===== src/rtl/mbgpio_pkg.sv =====
package mbgpio_pkg;
  localparam int BANK_W     = 32;
  localparam int HALF_W     = BANK_W / 2;
  localparam int BANK_IDX_W = 3;
  localparam int MAX_BANKS  = 1 << BANK_IDX_W;

  typedef enum logic [2:0] {
    REG_NONE,
    REG_MASK_LO,
    REG_MASK_HI,
    REG_VALUE,
    REG_INPUT,
    REG_DIR,
    REG_ENA
  } regKind_e;

  typedef struct packed {
    logic                  wrStb;
    logic                  rdStb;
    regKind_e              kind;
    logic [BANK_IDX_W-1:0] bank;
  } gpioCmd_t;

  function automatic logic [BANK_W-1:0] bankImpl(input int b, input int shortBank,
                                                  input int shortPins);
    logic [BANK_W-1:0] m;
    for (int i = 0; i < BANK_W; i++) begin
      m[i] = (b != shortBank) || (i < shortPins);
    end
    return m;
  endfunction
endpackage


===== src/rtl/mbgpio_ctrl.sv =====
module mbgpio_ctrl
  import mbgpio_pkg::*;
#(
  parameter int NUM_BANKS = 4,
  parameter int ADDR_W    = 12
) (
  input  logic              clk,
  input  logic              rstN,
  input  logic              busValid,
  input  logic              busWrite,
  input  logic [ADDR_W-1:0] busAddr,
  output gpioCmd_t          cmd,
  output logic              busReady
);
  localparam int MASK_END  = 8 * NUM_BANKS;
  localparam int VALUE_BEG = 'h40;
  localparam int INPUT_BEG = 'h60;
  localparam int CFG_PAGE  = 1;

  regKind_e              kind;
  logic [BANK_IDX_W-1:0] bankSel;
  int                    addrInt;

  always_comb begin
    addrInt = int'(busAddr);
    kind    = REG_NONE;
    bankSel = '0;
    if (addrInt < MASK_END) begin
      kind    = busAddr[2] ? REG_MASK_HI : REG_MASK_LO;
      bankSel = busAddr[5:3];
    end else if (addrInt >= VALUE_BEG && addrInt < VALUE_BEG + 4 * NUM_BANKS) begin
      kind    = REG_VALUE;
      bankSel = busAddr[4:2];
    end else if (addrInt >= INPUT_BEG && addrInt < INPUT_BEG + 4 * NUM_BANKS) begin
      kind    = REG_INPUT;
      bankSel = busAddr[4:2];
    end else if (int'(busAddr[ADDR_W-1:9]) == CFG_PAGE && int'(busAddr[8:6]) < NUM_BANKS) begin
      bankSel = busAddr[8:6];
      case (busAddr[5:0])
        6'h04:   kind = REG_DIR;
        6'h08:   kind = REG_ENA;
        default: kind = REG_NONE;
      endcase
    end
    if (busAddr[1:0] != 2'b00) kind = REG_NONE;
  end

  always_comb begin
    cmd.wrStb = busValid && busWrite && (kind != REG_NONE) && (kind != REG_INPUT);
    cmd.rdStb = busValid && !busWrite;
    cmd.kind  = kind;
    cmd.bank  = bankSel;
  end

  always_ff @(posedge clk or negedge rstN) begin
    if (!rstN) busReady <= 1'b0;
    else       busReady <= busValid;
  end
endmodule


===== src/rtl/mbgpio_dp.sv =====
module mbgpio_dp
  import mbgpio_pkg::*;
#(
  parameter int NUM_BANKS  = 4,
  parameter int SHORT_BANK = 1,
  parameter int SHORT_PINS = 22,
  localparam int PIN_CNT   = NUM_BANKS * BANK_W
) (
  input  logic               clk,
  input  logic               rstN,
  input  gpioCmd_t           cmd,
  input  logic [BANK_W-1:0]  busWdata,
  input  logic [PIN_CNT-1:0] pinIn,
  output logic [BANK_W-1:0]  busRdata,
  output logic [PIN_CNT-1:0] pinOut,
  output logic [PIN_CNT-1:0] pinOe
);
  logic [BANK_W-1:0] valueArr [MAX_BANKS];
  logic [BANK_W-1:0] dirArr   [MAX_BANKS];
  logic [BANK_W-1:0] enaArr   [MAX_BANKS];
  logic [BANK_W-1:0] inArr    [MAX_BANKS];

  logic [HALF_W-1:0] wrMask, wrHalf;
  assign wrMask = busWdata[BANK_W-1:HALF_W];
  assign wrHalf = busWdata[HALF_W-1:0];

  for (genvar b = 0; b < MAX_BANKS; b++) begin : g_bank
    if (b < NUM_BANKS) begin : g_real
      localparam logic [BANK_W-1:0] IMPL = bankImpl(b, SHORT_BANK, SHORT_PINS);
      logic [BANK_W-1:0] valueQ, dirQ, enaQ, syncA, syncB, valueNext;
      logic              hit;

      assign hit = cmd.wrStb && (cmd.bank == BANK_IDX_W'(b));

      always_comb begin
        valueNext = valueQ;
        case (cmd.kind)
          REG_MASK_LO: valueNext[HALF_W-1:0] =
                         (valueQ[HALF_W-1:0] & wrMask) | (wrHalf & ~wrMask);
          REG_MASK_HI: valueNext[BANK_W-1:HALF_W] =
                         (valueQ[BANK_W-1:HALF_W] & wrMask) | (wrHalf & ~wrMask);
          REG_VALUE:   valueNext = busWdata;
          default:     valueNext = valueQ;
        endcase
      end

      always_ff @(posedge clk or negedge rstN) begin
        if (!rstN) begin
          valueQ <= '0;
          dirQ   <= '0;
          enaQ   <= '0;
        end else if (hit) begin
          if (cmd.kind == REG_DIR)      dirQ   <= busWdata & IMPL;
          else if (cmd.kind == REG_ENA) enaQ   <= busWdata & IMPL;
          else                          valueQ <= valueNext & IMPL;
        end
      end

      always_ff @(posedge clk or negedge rstN) begin
        if (!rstN) begin
          syncA <= '0;
          syncB <= '0;
        end else begin
          syncA <= pinIn[b*BANK_W +: BANK_W] & IMPL;
          syncB <= syncA;
        end
      end

      assign valueArr[b] = valueQ;
      assign dirArr[b]   = dirQ;
      assign enaArr[b]   = enaQ;
      assign inArr[b]    = syncB;
      assign pinOut[b*BANK_W +: BANK_W] = valueQ;
      assign pinOe[b*BANK_W +: BANK_W]  = dirQ & enaQ;
    end else begin : g_empty
      assign valueArr[b] = '0;
      assign dirArr[b]   = '0;
      assign enaArr[b]   = '0;
      assign inArr[b]    = '0;
    end
  end

  logic [BANK_W-1:0] rdNext, selValue;
  assign selValue = valueArr[cmd.bank];

  always_comb begin
    case (cmd.kind)
      REG_MASK_LO: rdNext = {{HALF_W{1'b0}}, selValue[HALF_W-1:0]};
      REG_MASK_HI: rdNext = {{HALF_W{1'b0}}, selValue[BANK_W-1:HALF_W]};
      REG_VALUE:   rdNext = selValue;
      REG_INPUT:   rdNext = inArr[cmd.bank];
      REG_DIR:     rdNext = dirArr[cmd.bank];
      REG_ENA:     rdNext = enaArr[cmd.bank];
      default:     rdNext = '0;
    endcase
  end

  always_ff @(posedge clk or negedge rstN) begin
    if (!rstN)          busRdata <= '0;
    else if (cmd.rdStb) busRdata <= rdNext;
    else                busRdata <= '0;
  end
endmodule


===== src/rtl/mbgpio.sv =====
module mbgpio
  import mbgpio_pkg::*;
#(
  parameter int NUM_BANKS  = 4,
  parameter int SHORT_BANK = 1,
  parameter int SHORT_PINS = 22,
  parameter int ADDR_W     = 12,
  localparam int PIN_CNT   = NUM_BANKS * BANK_W
) (
  input  logic               clk,
  input  logic               rstN,
  input  logic               busValid,
  input  logic               busWrite,
  input  logic [ADDR_W-1:0]  busAddr,
  input  logic [BANK_W-1:0]  busWdata,
  output logic [BANK_W-1:0]  busRdata,
  output logic               busReady,
  input  logic [PIN_CNT-1:0] pinIn,
  output logic [PIN_CNT-1:0] pinOut,
  output logic [PIN_CNT-1:0] pinOe
);
  gpioCmd_t cmd;

  mbgpio_ctrl #(.NUM_BANKS(NUM_BANKS), .ADDR_W(ADDR_W)) ctrl_i (
    .clk(clk), .rstN(rstN), .busValid(busValid), .busWrite(busWrite),
    .busAddr(busAddr), .cmd(cmd), .busReady(busReady)
  );

  mbgpio_dp #(.NUM_BANKS(NUM_BANKS), .SHORT_BANK(SHORT_BANK), .SHORT_PINS(SHORT_PINS)) dp_i (
    .clk(clk), .rstN(rstN), .cmd(cmd), .busWdata(busWdata), .pinIn(pinIn),
    .busRdata(busRdata), .pinOut(pinOut), .pinOe(pinOe)
  );
endmodule


===== config.mk =====
export PLATFORM = sky130hd
export DESIGN_NAME = mbgpio
export DESIGN_NICKNAME = d
export VERILOG_FILES = /design/src/rtl/mbgpio_pkg.sv /design/src/rtl/mbgpio_ctrl.sv /design/src/rtl/mbgpio_dp.sv /design/src/rtl/mbgpio.sv
export SDC_FILE = /design/constraint.sdc
export NUM_CORES = 1
export LEC_CHECK = 0
export BUFFER_PORTS_ARGS = -buffer_cell sky130_fd_sc_hd__buf_2
export CORE_UTILIZATION = 45
export DETAILED_ROUTE_END_ITERATION = 8
export HOLD_SLACK_MARGIN = 0.05
export PLACE_DENSITY = 0.66
export REMOVE_ABC_BUFFERS = 1
export SETUP_SLACK_MARGIN = 0.2
export SLEW_MARGIN = 20
export SYNTH_ARGS = -nofsm -noshare
export SYNTH_HDL_FRONTEND = slang
export SYNTH_SLANG_ARGS = --single-unit

===== constraint.sdc =====
create_clock -name clk -period 3.6 [get_ports clk]
set_clock_uncertainty 0.1 [all_clocks]
set_input_delay 0.36 -clock clk [delete_from_list [all_inputs] [get_ports clk]]
set_output_delay 0.36 -clock clk [all_outputs]
set_load 0.02 [all_outputs]

==> summary.txt <==
Power
  – Leak Pwr: between 15 and 20 nW
  – PwrDens: 437.1 mW/mm2
  – Peak VDD IR: 0.2835 mV

Placed design
  – Gpl congestion: ~0.94
  – Port bufs: about 430
  – Placed cell area: around 0.033 mm2
  – DP HPWL: about 75000 um

CTS
  – Root Driver: clkbuf_16
  – Clk sink count: 623
  – # resized after CTS: 0
  – CTS Buf Count: 69
  – Post-CTS Setup Bufs: 0
  – Clock slew at reported path FFs: about 70 ps
  – CTS H-Tree Depth: 3
  – CTS tree: built
  – CTS max path bufs: 3
  – Worst skew pair latency: 630 ps

Yosys
  – Synth area leader: dfrtp_1
  – Mapped cell area: 0.02902 mm2
  – Post-synth top flop: dfrtp_1
  – Synth area leaders: dfrtp_1 (54%), mux2_2 (9.5%), a21oi_1 (5.0%), nand2_1 (3.8%), and2_1 (2.6%)
  – Syn Inst Count: 2705
  – Avg Cell Area, Syn: 10.73 um2
  – Area share of the largest cell type after synthesis: 0.5372
  – Seq/Total Area, Yosys: 0.5372
  – Ys async rst share: 1.000
  – Ys Warns: 0
  – #FFs+latches synth: approximately 620
  – Distinct cells, synth: 76
  – Number of enable flip-flop cells after synthesis: 0

GRT
  – Wire length of the first global-routing pass: 166800 um
  – Congestion Overflow GR: 0
  – Largest net degree at the start of global routing: ~110
  – Total track usage: 0.3416
  – Vias in the first global route: 25740
  – Initial antenna violation count: 5

STA
  – Minimum clock period: 3183 ps
  – Slew Viols, Final: 0
  – Slew headroom: 0.1104
  – Max Freq: approximately 310 MHz
  – Final setup fails: 0
  – RSZ-0062 raised after global routing: false
  – Fin crit share: 0.8841
  – Slew @ Worst Pin: 1322 ps
  – Final hold violation count: 0

Setup path
  – Data required, critical path: 4050 ps
  – Crit path max fanout: 24
  – CP endpoint kind: flop
  – Arrival time worst endpoint: 3630 ps
  – WS Path Type: input pin to flop
  – Critical Path Start Type: input pin

Worst hold path
  – Hold Crit Class: input pin to flop

Drt
  – Iteration count of the initial detailed-routing pass: 7
  – Residual DRC: 0
  – DR iter-0 viols: roughly 2900
  – Routed Antenna Nets: 0
  – DR vias: 25870
  – Wirelength per Cell: 27.17 um
  – Vias per Instance: 6.214
  – Final WL: between 100000 and 150000 um

Floorplan
  – FP Rows: 92
  – Full die area: around 0.066 mm2
  – Starting Density: 0.4576
  – Num ports: 465
  – Core area: 0.06343 mm2
  – Die Span X: 256.0 um
  – Die H: 256.0 um

Finish
  – Fill cells: 5285
  – Reg area: 0.01559 mm2
  – Multi-input logic area: 0.01238 mm2
  – Final Core Density: 0.5771
  – Fraction of layout cells with a size suffix above 1: 0.2986
  – Design area: between 0.03 and 0.04 mm2
  – Nets: 3438
  – Synthesis-to-layout area growth: 26.13%

Outcome
  – Status: finished, final reports clean

Flow run
  – Maximum capacitance violations: 0
-- cell usage in the layout (no fill, tap or decap), types with 7 or more instances in the layout --
cell,n
nand4_1,15
mux2_2,244
dfrtp_1,623
nor4_4,8
o2bb2ai_1,22
and2_1,121
nand3_1,91
a21oi_1,290
a31oi_1,53
clkinv_2,13
a221o_1,20
o21ai_0,95
buf_4,128
and3_1,24
nand2_1,296
and3b_1,17
conb_1,20
a32oi_1,27
mux2i_1,27
a221oi_1,67
mux2_1,49
a22o_1,7
bufinv_16,10
or3_1,12
o211ai_1,27
nor2_1,59
clkbuf_8,9
a211oi_1,26
a22oi_1,35
buf_12,26
clkbuf_1,15
inv_1,19
o22ai_1,17
buf_2,431
dlygate4sd3_1,145
clkbuf_16,71
o221ai_1,10
a211o_1,16
nor3_1,27
-- final cells by class --
class / instances / area share
repair buffers: 732 / 0.1398
flip-flops and latches: 623 / 0.4259
clock buffers: 95 / 0.05346
multi-input cells: 1815 / 0.3382
diodes: 2 / 0.0001367
well taps: 846 / 0.02892
clock inverters: 29 / 0.01148
inverters: 21 / 0.002188
-- power by group --
group / internal (mW) / leakage (nW) / switching, mW / total (mW)
registers: 7.18 / 8.02 / 0.108 / 7.29
logic: 0.430 / 8.20 / 0.828 / 1.26
clock network: 4.53 / 1.17 / 2.92 / 7.45
total: 12.1 / 17.4 / 3.86 / 16.0
-- synthesized netlist by cell type (all sizes together), types with 15 or more instances --
cell type and count:
buf 95, a211o 16, nand3 93, a21oi 291, nor2 65, and3 27, inv 20, o21ai 98
a32oi 27, o211ai 28, nand2 297, a221oi 68, clkbuf 170, a22oi 35, a221o 20, o2bb2ai 22
mux2i 27, nor3 32, a31oi 53, o22ai 17, nand4 15, and2 122, dfrtp 623, a211oi 27
and3b 17, mux2 293
-- path summary, 6_finish.rpt --
kind | startpoint | to | slack, ps | cells after the start
setup / recovery | busAddr[11] | flop | 420 | 11
hold / removal | busWdata[29] | flop | 90 | 3
setup reg to reg | flop | dp_i.busRdata[3] | 1620 | 5
hold reg to reg | dp_i.g_bank[3].g_real.syncA[11] | dp_i.g_bank[3].g_real.syncB[11] | 230 | 0
max in group asynchronous | rstN | dp_i.g_bank[0].g_real.syncB[7] | 2040 | 3
min in group asynchronous | rstN | dp_i.g_bank[2].g_real.syncA[5] | 330 | 2
-- repair_timing --
action	4_1_cts	5_1_grt
endpoints found under the setup margin	0	0
hold endpoints to repair	235	0
hold buffers	145	0
-- routing by layer --
metal | track usage | part of all wire | up-vias | wire, um
li1 | - | - | 10960 | -
met1 | 0.4375 | 0.38 | 12930 | 43090
met2 | 0.5259 | 0.45 | 1614 | 51280
met3 | 0.08843 | 0.11 | 364 | 12030
met4 | 0.1948 | 0.059 | 6 | 6676
met5 | 0 | 0.00034 | - | 38
-- stage by stage --
step                hold WS (ps)  instances  setup slack (ps)  setup TNS [ps]  power (mW)
floorplan                 -35.59       2459             -9073        -2755400       7.785
global placement           233.5       3892             218.1               0       8.477
detailed placement         234.7       3892             200.5               0       8.517
CTS                        56.30       4161             494.0               0       16.05
global route               96.76       4162             301.8               0       16.47
finish                     87.85       4163             417.1               0       16.00
-- logic make-up (layout without fill, tap and decap cells) --
group           after synthesis  after routing  share of synthesized area
compound gates              758            758                     0.1707
flops                       623            623                     0.5372
mux                         320            320                     0.1230
other cells                   1             22                  0.0001292
simple gates                716            716                     0.1251
xor+xnor                      1              1                  0.0003018
buf+inv                     286            877                    0.04363
-- worst max-delay path: stages --
cell	delay (ps)
buf_2	120
or3_2	610
buf_4	240
a2111oi_4	280
nor2_4	250
buf_4	330
nor4_4	290
buf_4	350
nand2_1	100
a21oi_1	120
dlygate4sd3_1	560
(Power assumes the default switching activity.)
